**src/rtl/i2c_evt_pkg.sv**
```systemverilog
package i2c_evt_pkg;

    localparam int unsigned NFLAG   = 8;
    localparam int unsigned ADDR_W  = 2;

    // flag indices; A-side flags occupy the low nibble of status A
    localparam int unsigned F_START = 0;
    localparam int unsigned F_HDR10 = 1;
    localparam int unsigned F_MATCH = 2;
    localparam int unsigned F_BYTE  = 3;
    localparam int unsigned F_STOP  = 4;
    localparam int unsigned F_ACKF  = 5;
    localparam int unsigned F_ARBL  = 6;
    localparam int unsigned F_BERR  = 7;

    typedef enum logic [ADDR_W-1:0] {
        REG_CTRL  = 2'd0,
        REG_STATA = 2'd1,
        REG_STATB = 2'd2,
        REG_DATA  = 2'd3
    } reg_sel_e;

    typedef enum logic {
        SEQ_IDLE  = 1'b0,
        SEQ_ARMED = 1'b1
    } seq_state_e;

    typedef struct packed {
        logic data_wr;   // armed, then data write
        logic data_rd;   // armed, then data read
        logic ctrl_wr;   // armed, then control write
        logic statb_rd;  // status B read, any state
    } seq_req_t;

endpackage

```
**src/rtl/i2c_evt_seq.sv**
```systemverilog
module i2c_evt_seq
    import i2c_evt_pkg::*;
(
    input  logic       clk,
    input  logic       rst_n,
    input  logic       freeze_i,
    input  logic       acc_i,
    input  logic       wr_i,
    input  reg_sel_e   sel_i,
    output seq_req_t   req_o
);

    seq_state_e state_q, state_d;
    logic       live_acc;

    assign live_acc = acc_i && !freeze_i;

    always_ff @(posedge clk or negedge rst_n) begin
        if (!rst_n) state_q <= SEQ_IDLE;
        else        state_q <= state_d;
    end

    always_comb begin
        state_d = state_q;
        if (live_acc) begin
            unique case (state_q)
                SEQ_IDLE:  state_d = (!wr_i && sel_i == REG_STATA) ? SEQ_ARMED : SEQ_IDLE;
                SEQ_ARMED: state_d = (!wr_i && sel_i == REG_STATA) ? SEQ_ARMED : SEQ_IDLE;
                default:   state_d = SEQ_IDLE;
            endcase
        end
    end

    always_comb begin
        req_o          = '0;
        req_o.statb_rd = live_acc && !wr_i && sel_i == REG_STATB;
        unique case (state_q)
            SEQ_IDLE: begin
            end
            SEQ_ARMED: begin
                req_o.data_wr = live_acc &&  wr_i && sel_i == REG_DATA;
                req_o.data_rd = live_acc && !wr_i && sel_i == REG_DATA;
                req_o.ctrl_wr = live_acc &&  wr_i && sel_i == REG_CTRL;
            end
            default: begin
            end
        endcase
    end


    armed_entry_chk: assert property (@(posedge clk) disable iff (!rst_n)
        $rose(state_q == SEQ_ARMED) |-> $past(acc_i && !wr_i && sel_i == REG_STATA));


    seq_freeze_chk: assert property (@(posedge clk) disable iff (!rst_n)
        freeze_i |=> $stable(state_q));

endmodule

```
**src/rtl/i2c_evt_flags.sv**
```systemverilog
module i2c_evt_flags
    import i2c_evt_pkg::*;
(
    input  logic             clk,
    input  logic             rst_n,
    input  logic             freeze_i,
    input  logic [NFLAG-1:0] set_i,
    input  logic             byte_rx_i,
    input  logic             byte_tx_i,
    input  seq_req_t         req_i,
    output logic [NFLAG-1:0] flag_o,
    output logic             evf_o
);

    logic [NFLAG-1:0] flag_q;
    logic [NFLAG-1:0] clr;
    logic             last_rx_q;

    always_comb begin
        clr          = '0;
        clr[F_START] = req_i.data_wr;
        clr[F_HDR10] = req_i.data_wr;
        clr[F_MATCH] = req_i.ctrl_wr;
        clr[F_BYTE]  = (req_i.data_wr && !last_rx_q) || (req_i.data_rd && last_rx_q);
        clr[F_STOP]  = req_i.statb_rd;
        clr[F_ACKF]  = req_i.statb_rd;
        clr[F_ARBL]  = req_i.statb_rd;
        clr[F_BERR]  = req_i.statb_rd;
    end

    always_ff @(posedge clk or negedge rst_n) begin
        if (!rst_n) begin
            last_rx_q <= 1'b0;
        end else if (!freeze_i) begin
            if (byte_rx_i)      last_rx_q <= 1'b1;
            else if (byte_tx_i) last_rx_q <= 1'b0;
        end
    end

    for (genvar g = 0; g < NFLAG; g++) begin : g_cell
        always_ff @(posedge clk or negedge rst_n) begin
            if (!rst_n)         flag_q[g] <= 1'b0;
            else if (freeze_i)  flag_q[g] <= flag_q[g];
            else if (set_i[g])  flag_q[g] <= 1'b1;
            else if (clr[g])    flag_q[g] <= 1'b0;
        end


        set_wins_chk: assert property (@(posedge clk) disable iff (!rst_n)
            (!freeze_i && set_i[g]) |=> flag_q[g]);


        clear_cause_chk: assert property (@(posedge clk) disable iff (!rst_n)
            $fell(flag_q[g]) |-> $past(clr[g]));
    end

    assign flag_o = flag_q;
    assign evf_o  = |flag_q;


    flag_freeze_chk: assert property (@(posedge clk) disable iff (!rst_n)
        freeze_i |=> $stable(flag_q));

endmodule

```
**src/rtl/i2c_evt_irq_ctrl.sv**
```systemverilog
module i2c_evt_irq_ctrl
    import i2c_evt_pkg::*;
#(
    parameter int unsigned DATA_W = 8,
    parameter int unsigned IE_BIT = 0
) (
    input  logic              clk,
    input  logic              rst_n,
    input  logic              freeze_i,
    input  logic              imask_i,
    input  logic              ev_start_i,
    input  logic              ev_hdr10_i,
    input  logic              ev_match_i,
    input  logic              ev_byte_rx_i,
    input  logic              ev_byte_tx_i,
    input  logic              ev_stop_i,
    input  logic              ev_ack_fail_i,
    input  logic              ev_arb_lost_i,
    input  logic              ev_bus_err_i,
    input  logic              bus_sel_i,
    input  logic              bus_wr_i,
    input  logic [ADDR_W-1:0] bus_addr_i,
    input  logic [DATA_W-1:0] bus_wdata_i,
    output logic [DATA_W-1:0] bus_rdata_o,
    input  logic [DATA_W-1:0] rx_data_i,
    output logic [DATA_W-1:0] ctrl_o,
    output logic              irq_o
);

    localparam int unsigned SUM_BIT = DATA_W - 1;
    localparam int unsigned HALF    = NFLAG / 2;

    reg_sel_e          sel;
    seq_req_t          req;
    logic [NFLAG-1:0]  set_vec;
    logic [NFLAG-1:0]  flags;
    logic              evf;
    logic [DATA_W-1:0] ctrl_q;

    assign sel = reg_sel_e'(bus_addr_i);

    always_comb begin
        set_vec          = '0;
        set_vec[F_START] = ev_start_i;
        set_vec[F_HDR10] = ev_hdr10_i;
        set_vec[F_MATCH] = ev_match_i;
        set_vec[F_BYTE]  = ev_byte_rx_i || ev_byte_tx_i;
        set_vec[F_STOP]  = ev_stop_i;
        set_vec[F_ACKF]  = ev_ack_fail_i;
        set_vec[F_ARBL]  = ev_arb_lost_i;
        set_vec[F_BERR]  = ev_bus_err_i;
    end

    i2c_evt_seq u_seq (
        .clk      (clk),
        .rst_n    (rst_n),
        .freeze_i (freeze_i),
        .acc_i    (bus_sel_i),
        .wr_i     (bus_wr_i),
        .sel_i    (sel),
        .req_o    (req)
    );

    i2c_evt_flags u_flags (
        .clk       (clk),
        .rst_n     (rst_n),
        .freeze_i  (freeze_i),
        .set_i     (set_vec),
        .byte_rx_i (ev_byte_rx_i),
        .byte_tx_i (ev_byte_tx_i),
        .req_i     (req),
        .flag_o    (flags),
        .evf_o     (evf)
    );

    always_ff @(posedge clk or negedge rst_n) begin
        if (!rst_n) begin
            ctrl_q <= '0;
        end else if (!freeze_i && bus_sel_i && bus_wr_i && sel == REG_CTRL) begin
            ctrl_q <= bus_wdata_i;
        end
    end

    always_comb begin
        bus_rdata_o = '0;
        unique case (sel)
            REG_CTRL:  bus_rdata_o = ctrl_q;
            REG_STATA: begin
                bus_rdata_o[HALF-1:0] = flags[HALF-1:0];
                bus_rdata_o[SUM_BIT]  = evf;
            end
            REG_STATB: bus_rdata_o[HALF-1:0] = flags[NFLAG-1:HALF];
            REG_DATA:  bus_rdata_o = rx_data_i;
            default:   bus_rdata_o = '0;
        endcase
    end

    assign ctrl_o = ctrl_q;
    assign irq_o  = evf && ctrl_q[IE_BIT] && !imask_i;


    irq_source_chk: assert property (@(posedge clk) disable iff (!rst_n)
        irq_o |-> (flags != '0));


    ctrl_freeze_chk: assert property (@(posedge clk) disable iff (!rst_n)
        freeze_i |=> $stable(ctrl_q));

endmodule

```
**config.mk**
```make
export PLATFORM = sky130hd
export DESIGN_NAME = i2c_evt_irq_ctrl
export DESIGN_NICKNAME = d
export VERILOG_FILES = /design/src/rtl/i2c_evt_pkg.sv /design/src/rtl/i2c_evt_seq.sv /design/src/rtl/i2c_evt_flags.sv /design/src/rtl/i2c_evt_irq_ctrl.sv
export SDC_FILE = /design/constraint.sdc
export NUM_CORES = 1
export LEC_CHECK = 0
export BUFFER_PORTS_ARGS = -buffer_cell sky130_fd_sc_hd__buf_2
export CAP_MARGIN = 20
export CORE_ASPECT_RATIO = 1.2
export CORE_UTILIZATION = 45
export DETAILED_ROUTE_END_ITERATION = 12
export HOLD_SLACK_MARGIN = 0.15
export MAX_ROUTING_LAYER = met4
export PLACE_DENSITY = 0.79
export SETUP_SLACK_MARGIN = 0.5
export SLEW_MARGIN = 20
export SYNTH_ARGS = -nofsm -noshare
export SYNTH_HDL_FRONTEND = slang
export SYNTH_SLANG_ARGS = --single-unit
export TNS_END_PERCENT = 1
```
**constraint.sdc**
```tcl
create_clock -name clk -period 3.7 [get_ports clk]
set_clock_uncertainty 0.05 [all_clocks]
set_input_delay 0.74 -clock clk [delete_from_list [all_inputs] [get_ports clk]]
set_output_delay 0.74 -clock clk [all_outputs]
set_load 0.02 [all_outputs]
```
-- After elaboration in Yosys (flattened, before gate mapping)
Index checks and enable logic that the tools add are counted.
- reduce and logical (&&, ||, !) cells: 38
- bitwise operators: 1
- eq/ne operators: 3
- muxes and demuxes: 19
- operators with widths (kind ; number):
    AND reduction 2 bit ; 9
    nonzero test 2 bit ; 9
    case mux 4 bit (4 select lines) ; 1
    2-to-1 mux 1 bit ; 15
    logical AND 1 bit ; 12
    OR reduction 8 bit ; 1
    case mux 3 bit (2 select lines) ; 1
    == test 2 bit, second input constant ; 2
    zero test 1 bit ; 4
    2-to-1 mux 3 bit ; 1
    case mux 1 bit (3 select lines) ; 1
    == test 2 x 1 -> 1 bit, second input constant ; 1
    zero test 2 bit ; 1
    logical OR 1 bit ; 2
    inverter 1 bit ; 1
- output and inout port bits: 17
- bits in registers: 18
- input bits: 33

-- Depth between registers and ports, before layout
- word-level depth: 9
- depth in mapped cells: 5

-- Hierarchy
From an unflattened synthesis, not the netlist that was laid out.
- cell total of the unflattened synthesis: 90
- area total of the unflattened synthesis: 1032.2 µm²
- modules (own cells, without submodules) (module ; cells each ; area an instance (µm²) ; times used):
    i2c_evt_irq_ctrl ; 50 ; 560.5 ; 1
    i2c_evt_flags ; 28 ; 372.9 ; 1
    i2c_evt_seq ; 12 ; 98.8 ; 1

-- Worst setup path before layout
OpenSTA, ideal clock, no wires.
- kind: in2out
- start: input bus_addr_i[0]
- end: output bus_rdata_o[0]
- slack: 1.261 ns
- arrival time: 1.649 ns
- stages: 4
- data required time: 2.910 ns
- path through: inv_1 > ha_1 > buf_1 > mux2i_1
- longest elaborated chain between the ends: 2
- elaborated cells between the ends (all ways): 5
- classes of those cells: 3 x eq/ne; 1 x mux; 1 x reduce/logical
- ends and longest elaborated chain (item ; RTL line ; source):
    start, declared ; i2c_evt_irq_ctrl.sv:22 ; input logic [ADDR_W-1:0] bus_addr_i,
    == test 2 bit, or another cell as far along ; i2c_evt_irq_ctrl.sv:86 ; unique case (sel)
    case mux 4 bit (4 select lines) (*) ; i2c_evt_irq_ctrl.sv:86 ;
    end, declared ; i2c_evt_irq_ctrl.sv:24 ; output logic [DATA_W-1:0] bus_rdata_o,
Every way passes the cells marked *; elsewhere a longest branch is shown, timed or not.

-- Final worst setup path
- start: input bus_addr_i[0]
- end: output bus_rdata_o[2]
Same word-level chain as after synthesis.

==> key figures <==
Critical path
  – CP max FO: 10
  – Worst Path Arrival: approximately 1.9 ns
  – Worst EP required: between 2 and 3 ns
  – Cell Chain, Critical Path: buf_2 -> ha_1 -> a222oi_1 -> mux2i_1 -> buf_2
  – Worst R2R Start: u_flags.last_rx_q
  – Crit start category: input port
  – Slowest Stage Delay on Critical Path: 0.38 ns
  – Critical path's top delay family: compound AO/OA/AOI/OAI gates
  – R2R setup slack: 2.74 ns
  – R2r endpoint: u_flags.flag_o[3]
  – Critical Path End Type: output port
  – R2r worst-path depth: 3
  – CP Buf/Inv Count: 2
  – Critical path class: input port to output port
  – CP dominant cell by count: buf_2
  – Critical path's slowest cell: a222oi_1

Clock network
  – CTS resizes: 0
  – Clock slew at reported path FFs: between 0.1 and 0.15 ns
  – Worst-skew pair later-pin latency: 0.29 ns
  – Post-CTS Setup Inserts: 0
  – Root Driver: clkbuf_4
  – H-tree depth: 1
  – CTS tree: done
  – Clk sinks: 18
  – Cts hold-fix bufs: 0
  – CTS max path bufs: 2
  – CTS buffer count: 3

Power and ir drop
  – PwrDens: between 400 and 500 nW/um^2
  – Static Leak: 0.0006723 uW
  – Peak VDD IR: 324.6 uV

Finish
  – Non-filler cells, final: 163
  – P&R area growth vs syn: 30.64%
  – Finished Core Util: 62.56%
  – Commonest non-fill, non-tap cell in the layout: buf_2
  – Final Cell Area: roughly 1300 sq um
  – Layout cells sized above 1: 49.62%
  – Final #Nets: around 170
  – ANT cells: 0
  – Most frequent cells in the layout: 49 x buf_2, 18 x dfrtp_1, 9 x mux2_2
  – Fillers: 191

Floorplan
  – Core area: ~2100 sq um
  – Die Ht: 53.44 um
  – Io pins: 50
  – # rows: 18
  – Initial Util: roughly 48%
  – Die area: 2398 sq um
  – Chip width: 44.87 um

Timing
  – Setup violators final: 0
  – RSZ-0062 raised after global routing: false
  – Final hold slack: 0.3088 ns
  – Post-layout min period: 2.642 ns
  – Final Max Slew Viols: 0
  – Fin. Hold Viols: 0
  – Max-slew headroom: 72.47%
  – Max Freq: ~380 MHz
  – Fin crit share: 71.40%
  – Setup TNS: 0 ns
  – Worst slew pin tran: 0.4129 ns

Route
  – Drt total wl: 2344 um
  – WL met2: 1152 um
  – Vias: 881
  – Metal-1 WL: 1019 um
  – Post-DR vias/cell: 5.405
  – Drt first pass iters: 5
  – Routed wire per std cell: 14.38 um
  – Final ANT Viol Nets: 0
  – Metal3 WL: 167 um
  – # DRC: 0
  – Initial DRC count: 20
  – Uppermost layer routed: met4

Yosys
  – Synth Area in Adders: roughly 7.6%
  – Post-Syn Nets: 121
  – Synth warn: 0
  – Compound-Gate Fraction of Synth Area: 16.14%
  – Simple logic cell fraction of the synthesized area: a little under an eighth
  – Synth Area in XOR/XNOR: 0.8827%
  – Distinct cell type count after synthesis: 25
  – Post-synthesis mux area share: 14.25%
  – Average size of a mapped cell: 12.10 sq um
  – Mapped Cells: 82
  – Largest family of logic cells by synthesized area: compound AO/OA/AOI/OAI gates
  – Flops & latches, synth: 18
  – Syn Std Cell Area: slightly below 1000 sq um
  – Register area share after synthesis: 45.40%

GRT
  – First-pass GRT wire length: 3622 um
  – Total track usage: 21.78%
  – Vias in the first global route: 840
  – Gr ovfl total: 0
  – Antenna violations before repair: 0
  – Largest net degree at the start of global routing: 19

Min path
  – Worst hold path type: input port to asynchronous set/reset pin

Placed design
  – DP HPWL: 1811 um
  – Placer Congestion: 0.8182
  – DP Area: around 1300 sq um
  – Cells after DPL: 159
  – Port bufs: 49

Job
  – MaxCap Viol Count: 0

Status
  – Status: finished, final reports clean
[report_power, final]
part / total (uW) / switching [uW] / internal, uW
logic: 157 / 88.5 / 68.0
registers: 242 / 19.6 / 222
clock network: 124 / 63.9 / 60.0
[cell families (layout without fill, tap and decap cells)]
group,count (synthesis),in the layout
mux,13,13
compound gates,19,19
xor+xnor,1,1
flops,18,18
fa+ha+maj,6,6
simple gates,16,16
buf+inv,9,60
[registers in the layout, summed over array words and instances, names as in the netlist]
register,cells
u_seq.state_q,1
u_flags.flag_o,8
ctrl_o,8
u_flags.last_rx_q,1
[through the flow]
step | setup WS, ns | total power [uW]
after floorplan | 1.261 | 339.8
after global routing | 0.9805 | 551.3
final | 1.058 | 522.4
after global placement | 1.108 | 399.0
after CTS | 1.059 | 527.3
after detailed placement | 1.072 | 403.8
[synth_stat cells]
library cell,number,share of area [%]
dfrtp_1,18,45
mux2_2,9,10
a22o_1,7,6.2
ha_1,6,7.6
inv_1,6,2.3
nor2_1,5,1.9
a222oi_1,4,4.0
a22oi_1,4,3.0
mux2i_1,4,4.0
nand3b_1,2,1.5
nand4_1,2,1.3
or4_4,2,2.3
a21oi_1,1,0.50
a22o_2,1,1.0
and2b_1,1,0.76
buf_1,1,0.38
buf_6,1,1.1
clkinv_1,1,0.38
nand2_1,1,0.38
nand4b_4,1,2.4
nor2b_1,1,0.63
nor3_1,1,0.50
o21ai_1,1,0.50
o2bb2ai_1,1,0.88
xor2_1,1,0.88
[worst max-delay path by stage]
stage,slack [ns],from,end,depth (start not counted)
3_3_place_gp,1.11,bus_addr_i[0],bus_rdata_o[2],5
6_report,1.06,bus_addr_i[0],bus_rdata_o[2],5
4_1_cts,1.06,bus_addr_i[0],bus_rdata_o[2],5
3_5_place_dp,1.07,bus_addr_i[1],bus_rdata_o[1],6
5_1_grt,0.98,bus_addr_i[1],bus_rdata_o[0],6
2_1_floorplan,1.26,bus_addr_i[0],bus_rdata_o[0],4
[layout make-up]
class	count	area (sq um)	share of cell area [%]
Sequential cell	18	450.4	34.75
Timing Repair Buffer	49	245.2	18.92
Multi-Input combinational cell	55	500.5	38.61
Clock buffer	4	36.28	2.799
Inverter	7	26.28	2.027
Tap cell	30	37.54	2.896
[per-layer routing]
layer,GRT usage (%),vias to the layer above
li1,-,414
met3,2.389,2
met2,35.78,57
met4,9.091,0
met5,-,-
met1,27.00,408
Power figures use the tool's default switching activity.
